## config.mk

```make
export PLATFORM = sky130hd
export DESIGN_NAME = phyRegBank
export DESIGN_NICKNAME = d
export VERILOG_FILES = /design/src/rtl/phy_reg_pkg.sv /design/src/rtl/phyRegDecode.sv /design/src/rtl/phyRegCore.sv /design/src/rtl/phyRegBank.sv
export SDC_FILE = /design/constraint.sdc
export NUM_CORES = 1
export LEC_CHECK = 0
export BUFFER_PORTS_ARGS = -buffer_cell sky130_fd_sc_hd__buf_2
export CAP_MARGIN = 0
export CELL_PAD_IN_SITES_DETAIL_PLACEMENT = 1
export CELL_PAD_IN_SITES_GLOBAL_PLACEMENT = 2
export CORE_MARGIN = 3
export CORE_UTILIZATION = 28
export DETAILED_ROUTE_END_ITERATION = 16
export PLACE_DENSITY_LB_ADDON = 0.1
export REMOVE_ABC_BUFFERS = 1
export SLEW_MARGIN = 15
export SYNTH_ARGS = -nofsm -noshare
export SYNTH_HDL_FRONTEND = slang
export SYNTH_SLANG_ARGS = --single-unit
```

## constraint.sdc

```tcl
create_clock -name clk -period 12.67 [get_ports clk]
set_clock_uncertainty 0.05 [all_clocks]
set_input_delay 2.534 -clock clk [delete_from_list [all_inputs] [get_ports clk]]
set_output_delay 2.534 -clock clk [all_outputs]
set_load 0.005 [all_outputs]
```

## src/rtl/phy_reg_pkg.sv

```systemverilog
package phy_reg_pkg;
  localparam int REG_W      = 8;
  localparam int COND_W     = 5;
  localparam int TRIP_COUNT = 6;

  // group start addresses; index order is fixed and used by the datapath
  localparam logic [7:0] TRIP_BASE [TRIP_COUNT] =
    '{8'h04, 8'h07, 8'h0A, 8'h0D, 8'h10, 8'h16};
  localparam int IDX_FUNC    = 0;
  localparam int IDX_IFACE   = 1;
  localparam int IDX_OTG     = 2;
  localparam int IDX_RISE    = 3;
  localparam int IDX_FALL    = 4;
  localparam int IDX_SCRATCH = 5;

  localparam logic [7:0] ADDR_ID_LAST = 8'h03;
  localparam logic [7:0] ADDR_STATUS  = 8'h13;
  localparam logic [7:0] ADDR_LATCH   = 8'h14;
  localparam logic [7:0] ADDR_EXT     = 8'h2F;

  localparam logic [REG_W-1:0] FUNC_POR = 8'h41;
  localparam int FUNC_RST_BIT = 5;

  typedef enum logic [2:0] {
    RD_NONE, RD_ID, RD_TRIP, RD_STATUS, RD_LATCH, RD_EXT
  } rdKind_e;

  typedef struct packed {
    logic [TRIP_COUNT-1:0] load;
    logic [TRIP_COUNT-1:0] setBits;
    logic [TRIP_COUNT-1:0] clrBits;
    logic                  extWr;
    logic                  latchRd;
    rdKind_e               rdKind;
    logic [2:0]            rdIdx;
  } bankStrobes_t;
endpackage

```

## src/rtl/phyRegDecode.sv

```systemverilog
module phyRegDecode
  import phy_reg_pkg::*;
(
  input  logic [7:0]   addr,
  input  logic         wrEn,
  input  logic         rdEn,
  output bankStrobes_t strb
);
  logic [7:0] offset;

  always_comb begin
    strb        = '0;
    strb.rdKind = RD_NONE;
    offset      = '0;
    for (int i = 0; i < TRIP_COUNT; i++) begin
      offset = addr - TRIP_BASE[i];
      if (offset < 8'd3) begin
        strb.rdKind     = RD_TRIP;
        strb.rdIdx      = 3'(i);
        strb.load[i]    = wrEn && (offset == 8'd0);
        strb.setBits[i] = wrEn && (offset == 8'd1);
        strb.clrBits[i] = wrEn && (offset == 8'd2);
      end
    end
    if (addr <= ADDR_ID_LAST) begin
      strb.rdKind = RD_ID;
      strb.rdIdx  = {1'b0, addr[1:0]};
    end
    if (addr == ADDR_STATUS) strb.rdKind = RD_STATUS;
    if (addr == ADDR_LATCH) begin
      strb.rdKind  = RD_LATCH;
      strb.latchRd = rdEn;
    end
    if (addr == ADDR_EXT) begin
      strb.rdKind = RD_EXT;
      strb.extWr  = wrEn;
    end
    if (!rdEn) strb.rdKind = RD_NONE;
  end
endmodule

```

## src/rtl/phyRegCore.sv

```systemverilog
module phyRegCore
  import phy_reg_pkg::*;
#(
  parameter logic [15:0] VENDOR_ID    = 16'h5A17,
  parameter logic [15:0] PRODUCT_ID   = 16'h0C3E,
  parameter int          RESET_CYCLES = 16
) (
  input  logic              clk,
  input  logic              rstN,
  input  logic [REG_W-1:0]  wrData,
  input  logic [COND_W-1:0] condIn,
  input  bankStrobes_t      strb,
  output logic [REG_W-1:0]  rdData,
  output logic [REG_W-1:0]  funcCtrl,
  output logic [REG_W-1:0]  ifaceCtrl,
  output logic [REG_W-1:0]  otgCtrl,
  output logic              resetActive
);
  localparam int CNT_W = $clog2(RESET_CYCLES + 1);
  localparam logic [31:0] ID_WORD = {PRODUCT_ID, VENDOR_ID};

  logic [TRIP_COUNT-1:0][REG_W-1:0] trip;
  logic [REG_W-1:0]  extQ;
  logic [COND_W-1:0] prevCond, latchQ, setEv;
  logic [CNT_W-1:0]  rstCnt;

  for (genvar g = 0; g < TRIP_COUNT; g++) begin : gTrip
    localparam logic [REG_W-1:0] POR = (g == IDX_FUNC) ? FUNC_POR : '0;
    logic [REG_W-1:0] q;
    always_ff @(posedge clk) begin
      if (!rstN)                q <= POR;
      else if (strb.load[g])    q <= wrData;
      else if (strb.setBits[g]) q <= q | wrData;
      else if (strb.clrBits[g]) q <= q & ~wrData;
      else if (g == IDX_FUNC)   q[FUNC_RST_BIT] <= 1'b0;
    end
    assign trip[g] = q;
  end

  always_ff @(posedge clk) begin
    if (!rstN)            extQ <= '0;
    else if (strb.extWr)  extQ <= wrData;
  end

  // edge-qualified interrupt latch; a new event outranks the clearing read
  assign setEv = (condIn & ~prevCond & trip[IDX_RISE][COND_W-1:0])
               | (~condIn & prevCond & trip[IDX_FALL][COND_W-1:0]);

  always_ff @(posedge clk) begin
    if (!rstN) begin
      prevCond <= '0;
      latchQ   <= '0;
    end else begin
      prevCond <= condIn;
      latchQ   <= (strb.latchRd ? '0 : latchQ) | setEv;
    end
  end

  always_ff @(posedge clk) begin
    if (!rstN)                           rstCnt <= '0;
    else if (trip[IDX_FUNC][FUNC_RST_BIT]) rstCnt <= CNT_W'(RESET_CYCLES);
    else if (rstCnt != '0)               rstCnt <= rstCnt - 1'b1;
  end
  assign resetActive = (rstCnt != '0);

  always_comb begin
    rdData = '0;
    unique case (strb.rdKind)
      RD_ID:     rdData = ID_WORD[strb.rdIdx[1:0]*8 +: 8];
      RD_TRIP: begin
        for (int i = 0; i < TRIP_COUNT; i++)
          if (strb.rdIdx == 3'(i)) rdData = trip[i];
      end
      RD_STATUS: rdData = {{(REG_W-COND_W){1'b0}}, condIn};
      RD_LATCH:  rdData = {{(REG_W-COND_W){1'b0}}, latchQ};
      RD_EXT:    rdData = extQ;
      default:   rdData = '0;
    endcase
  end

  assign funcCtrl  = trip[IDX_FUNC];
  assign ifaceCtrl = trip[IDX_IFACE];
  assign otgCtrl   = trip[IDX_OTG];
endmodule

```

## src/rtl/phyRegBank.sv

```systemverilog
module phyRegBank #(
  parameter logic [15:0] VENDOR_ID    = 16'h5A17,
  parameter logic [15:0] PRODUCT_ID   = 16'h0C3E,
  parameter int          RESET_CYCLES = 16
) (
  input  logic       clk,
  input  logic       rstN,
  input  logic [7:0] addr,
  input  logic [7:0] wrData,
  input  logic       wrEn,
  input  logic       rdEn,
  input  logic [4:0] condIn,
  output logic [7:0] rdData,
  output logic [7:0] funcCtrl,
  output logic [7:0] ifaceCtrl,
  output logic [7:0] otgCtrl,
  output logic       resetActive
);
  phy_reg_pkg::bankStrobes_t strb;

  phyRegDecode i_decode (
    .addr (addr),
    .wrEn (wrEn),
    .rdEn (rdEn),
    .strb (strb)
  );

  phyRegCore #(
    .VENDOR_ID    (VENDOR_ID),
    .PRODUCT_ID   (PRODUCT_ID),
    .RESET_CYCLES (RESET_CYCLES)
  ) i_core (
    .clk         (clk),
    .rstN        (rstN),
    .wrData      (wrData),
    .condIn      (condIn),
    .strb        (strb),
    .rdData      (rdData),
    .funcCtrl    (funcCtrl),
    .ifaceCtrl   (ifaceCtrl),
    .otgCtrl     (otgCtrl),
    .resetActive (resetActive)
  );
endmodule

```

# After elaboration in Yosys (flattened, before gate mapping)
# Index checks and enable logic that the tools add are counted.
[op_classes] add_sub_neg=7 magnitude_cmp=7 eq_ne=25 shifts=1 muxes=60 n_bitwise=22 n_reduce_logical=34
[ops] operator="2-to-1 mux 8 bit" count=23
[ops] operator="2-to-1 mux 5 bit" count=11
[ops] operator="bitwise AND 8 bit" count=6
[ops] operator="== test 8 x 1 -> 1 bit (second input constant)" count=6
[ops] operator="== test 8 x 2 -> 1 bit (second input constant)" count=6
[ops] operator="logical NOT 8 bit" count=6
[ops] operator="< comparator 8 x 2 -> 1 bit (second input constant)" count=6
[ops] operator="bitwise OR 8 bit" count=6
[ops] operator="one-hot mux 8 bit (5 select lines)" count=1
[ops] operator="variable part select 32 x 6 -> 8 bit (first input constant)" count=1
[ops] operator="bitwise AND 5 bit" count=4
[ops] operator="2-to-1 mux 1 bit" count=20
[ops] operator="logical AND 1 bit" count=18
[ops] operator="nonzero test 3 bit" count=6
[ops] operator="== test 8 x 5 -> 1 bit (second input constant)" count=2
[ops] operator="subtractor 8 x 3 -> 8 bit (second input constant)" count=2
[ops] operator="subtractor 8 x 4 -> 8 bit (second input constant)" count=2
[ops] operator="subtractor 8 x 5 -> 8 bit (second input constant)" count=2
[ops] operator="== test 3 x 2 -> 1 bit (second input constant)" count=4
[ops] operator="== test 3 bit (second input constant)" count=4
[ops] operator="inverter 5 bit" count=2
[ops] operator="bitwise OR 5 bit" count=2
[ops] operator="== test 8 x 6 -> 1 bit (second input constant)" count=1
[ops] operator="<= comparator 8 x 2 -> 1 bit (second input constant)" count=1
[ops] operator="other kinds (11)" count=14
[totals] ff_bits=71 inputBits=25 output_inout_bits=33 wordCells=168

# Depth between registers and ports, before layout
[logic_depth] depth_word=17 ltp_mapped=15 mapped_depth_nobuf=10

# Hierarchy
# A second synthesis with hierarchy kept.
[hier_totals] hier_cells=530 area_unflattened_um2=4553.1
[modules_own_cells] mod="phyRegCore" n_inst=1 cells_each=424 area_each_um2=3937.5 seq_area_each_um2=1421.4
[modules_own_cells] mod="phyRegDecode" n_inst=1 cells_each=106 area_each_um2=615.6 seq_area_each_um2=0.0

# Least setup slack after synthesis
# No wires, ideal clock.
[synth_timing] path_kind="input-to-output" start="input port addr[1]" end="output port rdData[6]" t_arrival_ns=5.276 t_required_ns=10.086 slack_ns=4.810 cell_stages=14 path_buffers=5 cell_sequence="buf_2 > buf_2 > inv_1 > clkbuf_1 > ha_1 > a21oi_1 > mux2i_1 > and4_1 > or3_1 > clkbuf_1 > o21ai_4 > buf_6 > mux2_2 > o221ai_1"
[synth_between] elab_chain_cells=16 elab_cells_between_ends=46 cone_classes="6 x add/sub; 7 x order compare; 13 x eq/ne; 1 x shift; 18 x mux; 1 x reduce/logical"
[synth_lines] item="start: declaration" line_no="phyRegBank.sv:8" rtl="input logic [7:0] addr,"
[synth_lines] item="subtractor 8 x 3 -> 8 bit" line_no="phyRegDecode.sv:16" rtl="offset = addr - TRIP_BASE[i];"
[synth_lines] item="< comparator 8 x 2 -> 1 bit" line_no="phyRegDecode.sv:17" rtl="if (offset < 8'd3) begin"
[synth_lines] item="2-to-1 mux 5 bit (5 in series)" line_no="phyRegDecode.sv:17"
[synth_lines] item="2-to-1 mux 5 bit" line_no="phyRegDecode.sv:25" rtl="if (addr <= ADDR_ID_LAST) begin"
[synth_lines] item="logical NOT 3 bit" line_no="phyRegCore.sv:72" rtl="if (strb.rdIdx == 3'(i)) rdData = trip[i];"
[synth_lines] item="2-to-1 mux 8 bit (6 in series)" line_no="phyRegCore.sv:72"
[synth_lines] item="one-hot mux 8 bit (5 select lines) *" line_no="phyRegCore.sv:68" rtl="unique case (strb.rdKind)"
[synth_lines] item="end: declaration" line_no="phyRegBank.sv:13" rtl="output logic [7:0] rdData,"
# Mark *: on every way between the ends. The rest lies on a longest branch, timed or not.

# Worst setup path after layout
[layout_timing] start="input port addr[1]" end="output port rdData[2]"
# Same word-level chain as after synthesis.

==> reports/results.txt <==
Status - finished clean
Seq/Total Area, Yosys - 33.8%
Fmax - 119 MHz
Area growth syn-to-layout - 16.5%
#FFs+latches synth - 71
Cell taking the most area after synthesis - dfxtp_1
CP max FO - 18
Routability cong. - 0.853
Die ar. - 16500 sq um
Post-DP HPWL - 11.8 mm
DRT Pass-1 Iters - 4
DR top layer - met4
Worst-path clk slew - 0.06 ns
Post-CTS Setup Bufs - 0
PwrDens - 126 nW/um^2
Crit path cell chain - buf_2 -> inv_1 -> ha_1 -> inv_1 -> o2111ai_1 -> nor3_1 -> buf_4 -> or3_1 -> o21ai_4 -> mux2i_1 -> mux2_2 -> o21ai_1 -> buf_2
# diodes - 0
Rows - 44
Worst Path Buf+Inv - 5
GRT overflow - 0
Vias in the first global route - 4143
Worst setup SP type - input port
Final hold viol count - 0
Final ANT Viol Nets - 0
Final worst setup slack - 4.26 ns
CP peak stage delay - 0.54 ns
Clk Latency, worst-skew pair - 0.35 ns
Total global routing track utilization - 20.2%
Clk sinks - 71
Starting density of the core - 28.8%
CTS tree - yes
Core area - 14600 sq um
Most frequent cells in the layout - 71 x dfxtp_1, 66 x nor2_1, 66 x nand2_1, 61 x o21ai_0, 57 x buf_2
CP endpoint kind - primary output
Count of final max-slew check failures - 0
Maximum number of pins on one net before global-route repair - 69
First-pass GRT wire length - 25.1 mm
CP arrival - 5.83 ns
Initial DRC count - 180
Crit Path Category - input port to primary output
Worst-margin pin slew - 1.05 ns
Mapped Cells - 545
Synth unique cells - 60
RSZ-0062 raised after global routing - no
Setup WS pre-CTS - 4.26 ns
Maximum vdd drop - 0.0600 mV
# resized after CTS - 0
Remaining DRCs - 0
Vias per cell - 5.34
YS warnings - 0
Metal-1 WL - 7.98 mm
Syn Area/Cell - 7.70 sq um
Setup violators final - 0
TritonCTS Buffers - 9
Largest delay share family, worst path - buffers and inverters
Worst slew margin - 29.8%
Initial antenna violation count - 0
Boundary Pins - 58
Predominant post-synthesis flop cell - dfxtp_1
WP data required - 10.09 ns
Final TNS setup - 0 ns
Met3 wire len - 593 um
Mapped Area - 4200 sq um
LEAKAGE - 1.80 nW
Met2 Wirelength - 7.48 mm
DIE WIDTH - 128 um
Final #Nets - 611
Via count - 4113
Tmin final - 8.41 ns
Critical path's slowest cell - o21ai_4
HP Class - flip-flop to flip-flop
Most common cell after layout, fill and taps aside - dfxtp_1
Root buf cell - clkbuf_16
Routed WL - 16.4 mm
Max H-tree Level - 3
Top post-synthesis cells by area - dfxtp_1 34%, a21boi_0 8.2%, o21ai_0 7.3%, nand2_1 5.9%, nor2_1 5.9%
Clock buffer depth - 2
Synth top area share - 33.8%
Share of cells above drive strength 1 - 16.4%
Tcrit/Tclk final - 66.4%
Port Buffers - 57
Die height - 128 um
Post-DR wirelength/cell - 21.3 um
Synth async-reset ratio - 0%
Max Cap Viol - 0
Number of synthesized flops with an enable pin - 0
Hold buffers post-CTS - 0
==> where the power goes <==
part	switching (mW)	internal, mW	total [mW]
registers	0.00701	0.232	0.239
clock network	0.110	0.173	0.283
logic	0.0545	0.0369	0.0915
==> cells in the mapped netlist (10+ instances only) <==
| master | number |
|---|---|
| a21boi_0 | 46 |
| a21oi_1 | 19 |
| clkbuf_1 | 24 |
| dfxtp_1 | 71 |
| inv_1 | 11 |
| mux2i_1 | 15 |
| nand2_1 | 66 |
| nor2_1 | 66 |
| nor2b_1 | 20 |
| nor3_1 | 10 |
| o21ai_0 | 61 |
==> logic make-up after synthesis <==
| group | count (synthesis) | synth area share, % |
|---|---|---|
| buffers and inverters | 47 | 5.21 |
| DFF | 71 | 33.8 |
| AOI/OAI and AO/OA | 165 | 26.0 |
| xor gates and xnor gates | 8 | 1.67 |
| and+or+nand+nor | 227 | 26.4 |
| muxes | 22 | 5.45 |
| adders and majority gates | 5 | 1.49 |
==> metal layers <==
layer	up-vias	global-route usage (%)
met3	23	2.70
li1	1988	-
met4	0	6.68
met1	2016	28.0
met2	86	32.5
met5	-	0
==> worst paths after layout <==
path	start	slack, ns	to	depth (start not counted)
max	addr[1]	4.26	rdData[2]	13
min	flip-flop	0.44	flip-flop	2
max reg2reg	i_core.rstCnt[0]	11.42	i_core.rstCnt[4]	6
min reg2reg	flip-flop	0.44	flip-flop	2
==> per-stage QoR <==
step	total power, mW	util [%]	std cells	hold WS (ns)	area (sq um)
2_1_floorplan	0.300	-	509	0.403	4020
3_3_place_gp	0.334	31.3	754	0.415	4570
3_5_place_dp	0.338	31.3	754	0.431	4570
4_1_cts	0.623	33.5	770	0.440	4890
5_1_grt	0.644	33.5	770	0.471	4890
6_report	0.614	33.5	770	0.437	4890
==> worst reg2reg max path, cell delays in order, from the launching register on <==
cell and delay, ns:
dfxtp_1 0.37, inv_1 0.08, ha_1 0.22, nand2_1 0.08, nor3_1 0.05, a211oi_1 0.22, nor2b_1 0.07
==> layout make-up <==
type,instances,area [sq um]
fill,1735,9700
clock buffer,9,225
inverter,11,41.3
tap,184,230
multi-input combinational,427,2560
timing repair buffer,61,315
sequential,71,1420
clock inverter,7,96.3
Note: power is estimated with default switching activity, not from simulation.
